File: src/rtl/bitrd_pkg.sv
`timescale 1ns/1ps
package bitrd_pkg;
  typedef enum logic [1:0] {
    CMD_IDLE = 2'd0,
    CMD_READ = 2'd1,
    CMD_LOAD = 2'd2
  } cmd_e;

  // load outranks read
  function automatic cmd_e decode_cmd(input logic load, input logic rd);
    if (load) return CMD_LOAD;
    if (rd) return CMD_READ;
    return CMD_IDLE;
  endfunction
endpackage

File: src/rtl/bitrd_ptr.sv
`timescale 1ns/1ps
module bitrd_ptr
  import bitrd_pkg::*;
#(
  parameter int unsigned ADDR_W = 16,
  parameter int unsigned WORD_W = 16,
  localparam int unsigned POS_W = $clog2(WORD_W)
) (
  input  logic              clk,
  input  logic              rst_n,
  input  cmd_e              cmd,
  input  logic [ADDR_W-1:0] load_addr,
  output logic [ADDR_W-1:0] word_addr,
  output logic [POS_W-1:0]  bit_pos
);
  localparam logic [POS_W-1:0] LAST_POS = POS_W'(WORD_W - 1);

  always_ff @(posedge clk or negedge rst_n) begin
    if (!rst_n) begin
      word_addr <= '0;
      bit_pos   <= '0;
    end else begin
      case (cmd)
        CMD_LOAD: begin
          word_addr <= load_addr;
          bit_pos   <= '0;
        end
        CMD_READ: begin
          if (bit_pos == LAST_POS) begin
            bit_pos   <= '0;
            word_addr <= word_addr + ADDR_W'(1);
          end else begin
            bit_pos <= bit_pos + POS_W'(1);
          end
        end
        default: ;
      endcase
    end
  end
endmodule

File: src/rtl/bitrd_issue.sv
`timescale 1ns/1ps
module bitrd_issue
  import bitrd_pkg::*;
#(
  parameter int unsigned WORD_W = 16,
  localparam int unsigned POS_W = $clog2(WORD_W)
) (
  input  logic             clk,
  input  logic             rst_n,
  input  cmd_e             cmd,
  input  logic [POS_W-1:0] bit_pos,
  output logic             pend_vld,
  output logic [POS_W-1:0] pend_sel
);
  // tracks the read whose word is in flight in the memory
  always_ff @(posedge clk or negedge rst_n) begin
    if (!rst_n) begin
      pend_vld <= 1'b0;
      pend_sel <= '0;
    end else begin
      pend_vld <= (cmd == CMD_READ);
      if (cmd == CMD_READ) pend_sel <= bit_pos;
    end
  end
endmodule

File: src/rtl/bitrd_pick.sv
`timescale 1ns/1ps
module bitrd_pick #(
  parameter int unsigned WORD_W = 16,
  localparam int unsigned POS_W = $clog2(WORD_W)
) (
  input  logic              vld,
  input  logic [POS_W-1:0]  sel,
  input  logic [WORD_W-1:0] word,
  output logic [WORD_W-1:0] result
);
  logic [WORD_W-1:0] hit;

  for (genvar i = 0; i < WORD_W; i++) begin : g_hit
    assign hit[i] = word[i] & (sel == POS_W'(i));
  end

  always_comb begin
    result    = '0;
    result[0] = vld & (|hit);
  end
endmodule

File: src/rtl/bitrd_top.sv
`timescale 1ns/1ps
module bitrd_top
  import bitrd_pkg::*;
#(
  parameter int unsigned ADDR_W = 16,
  parameter int unsigned WORD_W = 16
) (
  input  logic              clk,
  input  logic              rst_n,
  input  logic              load_en,
  input  logic [ADDR_W-1:0] load_addr,
  input  logic              rd_req,
  output logic [ADDR_W-1:0] mem_addr,
  input  logic [WORD_W-1:0] mem_rdata,
  output logic              result_valid,
  output logic [WORD_W-1:0] result_data
);
  localparam int unsigned POS_W = $clog2(WORD_W);

  cmd_e             cmd;
  logic [POS_W-1:0] bit_pos;
  logic [POS_W-1:0] pend_sel;
  logic             pend_vld;

  assign cmd = decode_cmd(load_en, rd_req);

  bitrd_ptr #(.ADDR_W(ADDR_W), .WORD_W(WORD_W)) u_ptr (
    .clk(clk), .rst_n(rst_n), .cmd(cmd), .load_addr(load_addr),
    .word_addr(mem_addr), .bit_pos(bit_pos)
  );

  bitrd_issue #(.WORD_W(WORD_W)) u_issue (
    .clk(clk), .rst_n(rst_n), .cmd(cmd), .bit_pos(bit_pos),
    .pend_vld(pend_vld), .pend_sel(pend_sel)
  );

  bitrd_pick #(.WORD_W(WORD_W)) u_pick (
    .vld(pend_vld), .sel(pend_sel), .word(mem_rdata), .result(result_data)
  );

  assign result_valid = pend_vld;
endmodule

File: config.mk
export PLATFORM = sky130hd
export DESIGN_NAME = bitrd_top
export DESIGN_NICKNAME = d
export VERILOG_FILES = /design/src/rtl/bitrd_pkg.sv /design/src/rtl/bitrd_ptr.sv /design/src/rtl/bitrd_issue.sv /design/src/rtl/bitrd_pick.sv /design/src/rtl/bitrd_top.sv
export SDC_FILE = /design/constraint.sdc
export NUM_CORES = 1
export LEC_CHECK = 0
export BUFFER_PORTS_ARGS = -buffer_cell sky130_fd_sc_hd__buf_2
export CAP_MARGIN = 20
export CORE_ASPECT_RATIO = 1.25
export CORE_MARGIN = 10
export CORE_UTILIZATION = 35
export CTS_CLUSTER_DIAMETER = 200
export DETAILED_ROUTE_END_ITERATION = 10
export RECOVER_POWER = 100
export SYNTH_ARGS = -nofsm -noshare
export SYNTH_HDL_FRONTEND = slang
export SYNTH_SLANG_ARGS = --single-unit
export TNS_END_PERCENT = 1
File: constraint.sdc
create_clock -name clk -period 1.9 [get_ports clk]
set_input_delay 0.19 -clock clk [delete_from_list [all_inputs] [get_ports clk]]
set_output_delay 0.19 -clock clk [all_outputs]
set_load 0.1 [all_outputs]
# After elaboration in Yosys (flattened, before gate mapping)
# Cells that the tools add are included.
word_totals:
  reg_bits: 25
  out_inout_bits: 33
  elab_cells: 57
classes:
  n_addsub: 2
  n_eq_ne: 19
  mux: 11
  bitwise_logic: 17
  n_reduce_logical: 4
ops:
  columns: ["op", "count"]
  rows:
  - ["== test 4 bit, second input constant", 9]
  - ["one-hot mux 16 bit (2 select lines)", 1]
  - ["AND 1 bit", 17]
  - ["adder 16 x 1 -> 16 bit, second input constant", 1]
  - ["== test 4 x 3 -> 1 bit, second input constant", 4]
  - ["two-way mux 16 bit", 1]
  - ["OR reduction 16 bit", 1]
  - ["== test 4 x 2 -> 1 bit, second input constant", 2]
  - ["two-way mux 2 bit", 4]
  - ["one-hot mux 4 bit (2 select lines)", 1]
  - ["adder 4 x 1 -> 4 bit, second input constant", 1]
  - ["== test 4 x 1 -> 1 bit, second input constant", 1]
  - ["zero test 4 bit", 1]
  - ["two-way mux 4 bit", 1]
  - ["two-way mux 1 bit", 3]
  - ["== test 2 x 1 -> 1 bit, second input constant", 1]
  - ["== test 2 bit, second input constant", 1]
  - ["!= test 2 bit, second input constant", 1]
  - ["AND reduction 2 bit", 1]
  - ["nonzero test 2 bit", 1]

# Longest topological paths before layout
depth:
  depth_word: 7
  depth_mapped: 7
  depth_no_buf: 5

# Hierarchy
# From an unflattened synthesis, not the netlist that was laid out.
hier_totals:
  cells_unflattened: 192
  area_unflattened_um2: 1798.0
by_module_without_submodules:
  columns: ["module", "instances", "cells_each", "area_each_um2", "seq_area_each_um2"]
  rows:
  - ["bitrd_ptr", 1, 148, 1308.8, 500.5]
  - ["bitrd_pick", 1, 32, 272.8, 0.0]
  - ["bitrd_issue", 1, 11, 202.7, 125.1]
  - ["bitrd_top", 1, 1, 13.8, 0.0]

# Worst setup path before layout
# Ideal clock, no wire load.
synth_path:
  path_type: "flip-flop to output port"
  startpoint: "register u_issue.pend_vld"
  endpoint: "output result_data[0]"
  t_arrival_ns: 2.647
  path_slack_ns: -0.937
  path_stages_with_launch: 3
  cell_sequence: "dfrtp_1 > o2111ai_1 > o211ai_1"
synth_between:
  elab_chain_len: 1
synth_lines:
  columns: ["element", "line", "rtl"]
  rows:
  - ["start: declaration", "bitrd_issue.sv:12", "output logic pend_vld,"]
  - ["start signal: assignment", "bitrd_issue.sv:21", "pend_vld <= (cmd == CMD_READ);"]
  - ["AND 1 bit", "bitrd_pick.sv:19", "result[0] = vld & (|hit);"]
  - ["end: declaration", "bitrd_top.sv:16", "output logic [WORD_W-1:0] result_data"]
# Every way passes these cells.

# Worst setup path in the final report
layout_path:
  startpoint: "register u_issue.pend_sel[0]"
  endpoint: "output result_data[0]"
layout_between:
  elab_chain_len: 4
  elab_cells_between_ends: 34
  classes_between: "eq/ne (15); bitwise (17); reduce/logical (2)"
layout_lines:
  columns: ["element", "line", "rtl"]
  rows:
  - ["start: declaration", "bitrd_issue.sv:13", "output logic [POS_W-1:0] pend_sel"]
  - ["start signal: assignment", "bitrd_issue.sv:22", "if (cmd == CMD_READ) pend_sel <= bit_pos;"]
  - ["== test 4 x 1 -> 1 bit (tied with other cells)", "bitrd_pick.sv:14", "assign hit[i] = word[i] & (sel == POS_W'(i));"]
  - ["AND 1 bit", "bitrd_pick.sv:14", null]
  - ["OR reduction 16 bit *", "bitrd_pick.sv:19", null]
  - ["AND 1 bit *", "bitrd_pick.sv:19", null]
# Every way passes the cells marked *; elsewhere a longest branch is shown, timed or not.

==> results.sh <==
export IMPL_cp_end_kind="output pin"
export IMPL_finalSetupViolCount=1
export IMPL_grt_max_degree=26
export IMPL_cpMaxStageDelayCell="mux4_2"
export IMPL_critPathKind="reg2out"
export IMPL_grt_pass1_vias=1578
export IMPL_antenna_found_initial=0
export IMPL_synth_top_area_share_pct=38.02
export IMPL_min_period_over_period_pct=107.6
export IMPL_slew_limit_headroom_pct=57.02
export IMPL_start_kind="flip-flop"
export IMPL_fin_crit_ps=2043
export IMPL_ant_nets=0
export IMPL_stdcell_area_um2=1983
export IMPL_clock_sinks=25
export IMPL_dr_pass1_iters=4
export IMPL_synth_most_common_cell="nand2_1"
export IMPL_crit_required_ps=1710
export IMPL_place_gp_congestion=0.7910
export IMPL_synth_area_leaders="dfrtp_1 38%, buf_4 6.8%, nand2_1 6.4%"
export IMPL_track_usage_pct=11.56
export IMPL_grt_pass1_wl_mm=7.686
export IMPL_place_area_um2=1943
export IMPL_worst_ir_drop_vdd_v=0.0003911
export IMPL_total_power_w=0.001694
export IMPL_initial_core_util_pct=36.62
export IMPL_hp_class="in2reg"
export IMPL_reg2reg_setup_slack_ps=200
export IMPL_seq_area_frac_synth_pct=38.02
export IMPL_path_cells="mux4_2, mux2_2, nand3b_1, o211ai_1, buf_6"
export IMPL_clock_root_buffer="clkbuf_8"
export IMPL_drtIter0Drc=77
export IMPL_drive_gt1_share_pct=28.81
export IMPL_antenna_cells=0
export IMPL_synth_area_per_cell_um2=8.752
export IMPL_finalHoldViolCount=0
export IMPL_clkSlewWorstSetupHoldPaths_ps=90
export IMPL_rsz0062_at_grt="yes"
export IMPL_worst_pin_slew_ps=644.6
export IMPL_cts_setup_buffers=0
export IMPL_outcome="finished with violations"
export IMPL_fmax_mhz=489.4
export IMPL_drcViolationCount=0
export IMPL_dp_hpwl_mm=3.577
export IMPL_layout_setup_ws_ps=-143.5
export IMPL_fp_dieArea_um2=7860
export IMPL_synth_common_cells="28 x nand2_1, 25 x dfrtp_1, 16 x a21oi_1"
export IMPL_nFillCells=495
export IMPL_cp_arrival_ps=1850
export IMPL_ioPinCount=69
export IMPL_register_area_um2=629.4
export IMPL_ys_ff_latch=25
export IMPL_die_w_um=81.33
export IMPL_cts_made_buffers=3
export IMPL_area_growth_pct=20.53
export IMPL_max_cap_viol_count=0
export IMPL_vias=1559
export IMPL_final_setup_skew_ps=2.863
export IMPL_synth_area_um2=1645
export IMPL_synthArstFlopShare_pct=100.0
export IMPL_power_leakage_nw=0.9192
export IMPL_die_h_um=96.66
export IMPL_routed_wl_mm=4.590
export IMPL_max_stage_delay_ps=510
export IMPL_pwr_density_cell_nw_per_um2=854.0
export IMPL_rows=27
export IMPL_viasPerCell=5.179
export IMPL_clk_latency_ps=260
export IMPL_hold_ws_ps=127.2
export IMPL_violations="setup timing"
export IMPL_nets=282
export IMPL_yosys_area_top_type="dfrtp_1"
export IMPL_core_um2=4493
export IMPL_synth_distinct_cells=44
export IMPL_path_max_fanout=3
export IMPL_yosys_warnings=0
export IMPL_grt_overflow=0
export IMPL_slew_viol_final=0
export IMPL_synthCells=188
export IMPL_cts_htree_levels=1
export IMPL_clockBufferDepth=2
export IMPL_synthFlopType="dfrtp_1"
export IMPL_cts_tree="yes"
export IMPL_wl_per_cell_um=15.25
export IMPL_multiInputGateArea_um2=889.6
export IMPL_port_buffers=53
export IMPL_synth_edf_count=0
path summary, 6_finish.rpt:
check,from,cells after the start,end
worst min register to register,u_issue.pend_sel[3],2,u_issue.pend_sel[3]
worst max register to register,u_ptr.word_addr[0],5,u_ptr.word_addr[12]
worst min-delay path,load_addr[0],3,u_ptr.word_addr[0]
min in group asynchronous,rst_n,2,u_ptr.word_addr[3]
max in group asynchronous,rst_n,2,u_issue.pend_vld
worst max-delay path,u_issue.pend_sel[0],5,result_data[0]
critical path, delay by kind of cell, from the launching register on:
kind,cells,cell delay [ps]
buffers and inverters,1,200
flip-flops,1,420
multiplexers,2,780
AND/OR/NAND/NOR,1,90
AO/OA/AOI/OAI,1,100
metrics by stage:
step / setup TNS (ps) / setup WS (ps) / instances / utilization, %
after floorplan: -2633 / -546.6 / 202 / -
after CTS: -163.0 / -163.0 / 301 / 44.44
final: -143.5 / -143.5 / 301 / 44.14
after global routing: -239.4 / -239.4 / 301 / 44.14
after global placement: 0 / 68.61 / 296 / 43.25
after detailed placement: 0 / 18.84 / 296 / 43.25
sequential cells by signal, indices dropped and copies added, names as in the netlist:
signal,count
u_issue.pend_sel,4
u_issue.pend_vld,1
u_ptr.bit_pos,4
u_ptr.word_addr,16
per-layer routing:
layer / vias up / share of wire, % / GRT usage, %
met3: 2 / 10 / 3.235
met4: 0 / 0.39 / 2.523
li1: 774 / - / -
met2: 51 / 44 / 17.83
met5: - / 0 / 0
met1: 732 / 46 / 15.41
cells in the final DEF, fill, tap and decap left out, types with 2 or more instances in the layout:
cell      netlist  layout
buf_2           6      33
nand2_1        28      28
dfrtp_1        25      24
clkbuf_2        1      20
a21oi_1        16      16
conb_1          1      15
nor2_1         13      13
nand3_1         8       8
o21ai_0         7       7
o22ai_1         6       6
nor3_1          6       6
nand4_1         5       5
buf_4          15       5
and4_1          4       4
clkbuf_1        2       4
nand2b_1        3       3
inv_1           3       3
clkbuf_8        0       3
mux2_2          2       2
mux4_2          0       2
o211ai_1        2       2
a31o_2          2       2
and3_1          2       2
a31oi_1         2       2
xor2_1          2       2
mux2i_1         2       2
a22oi_1         2       2
o2bb2a_1        2       2
ha_1            2       2
logic make-up (layout without fill, tap and decap cells):
family | count (synthesis) | after routing | synth area share [%]
flops | 25 | 25 | 38.02
xor+xnor | 2 | 2 | 1.065
compound gates | 49 | 49 | 19.47
mux | 7 | 7 | 7.377
fa+ha+maj | 2 | 2 | 1.521
other cells | 1 | 15 | 0.2279
simple gates | 73 | 73 | 21.29
buf+inv | 29 | 70 | 11.03
repair_timing:
| item | in CTS | in global routing |
|---|---|---|
| endpoints found under the setup margin | 1 | 1 |
| hold buffers | 1 | 0 |
| gates resized for setup | 4 | 0 |
| endpoints found under the hold margin | 25 | 0 |
| gates cloned | 0 | 0 |
report_power, final:
| part | internal [W] | switching [W] |
|---|---|---|
| Clock | 0.000150 | 0.000169 |
| Combinational | 0.000145 | 0.000580 |
| Sequential | 0.000580 | 0.0000697 |
cell type report:
class                      instances  share of cell area, %
clock buffer                       4                  2.271
multi-input combinational        148                  44.86
inverter                           3                 0.5678
sequential                        25                  31.74
timing repair buffer              63                  16.91
tap                               58                  3.659
(Power assumes the default switching activity.)
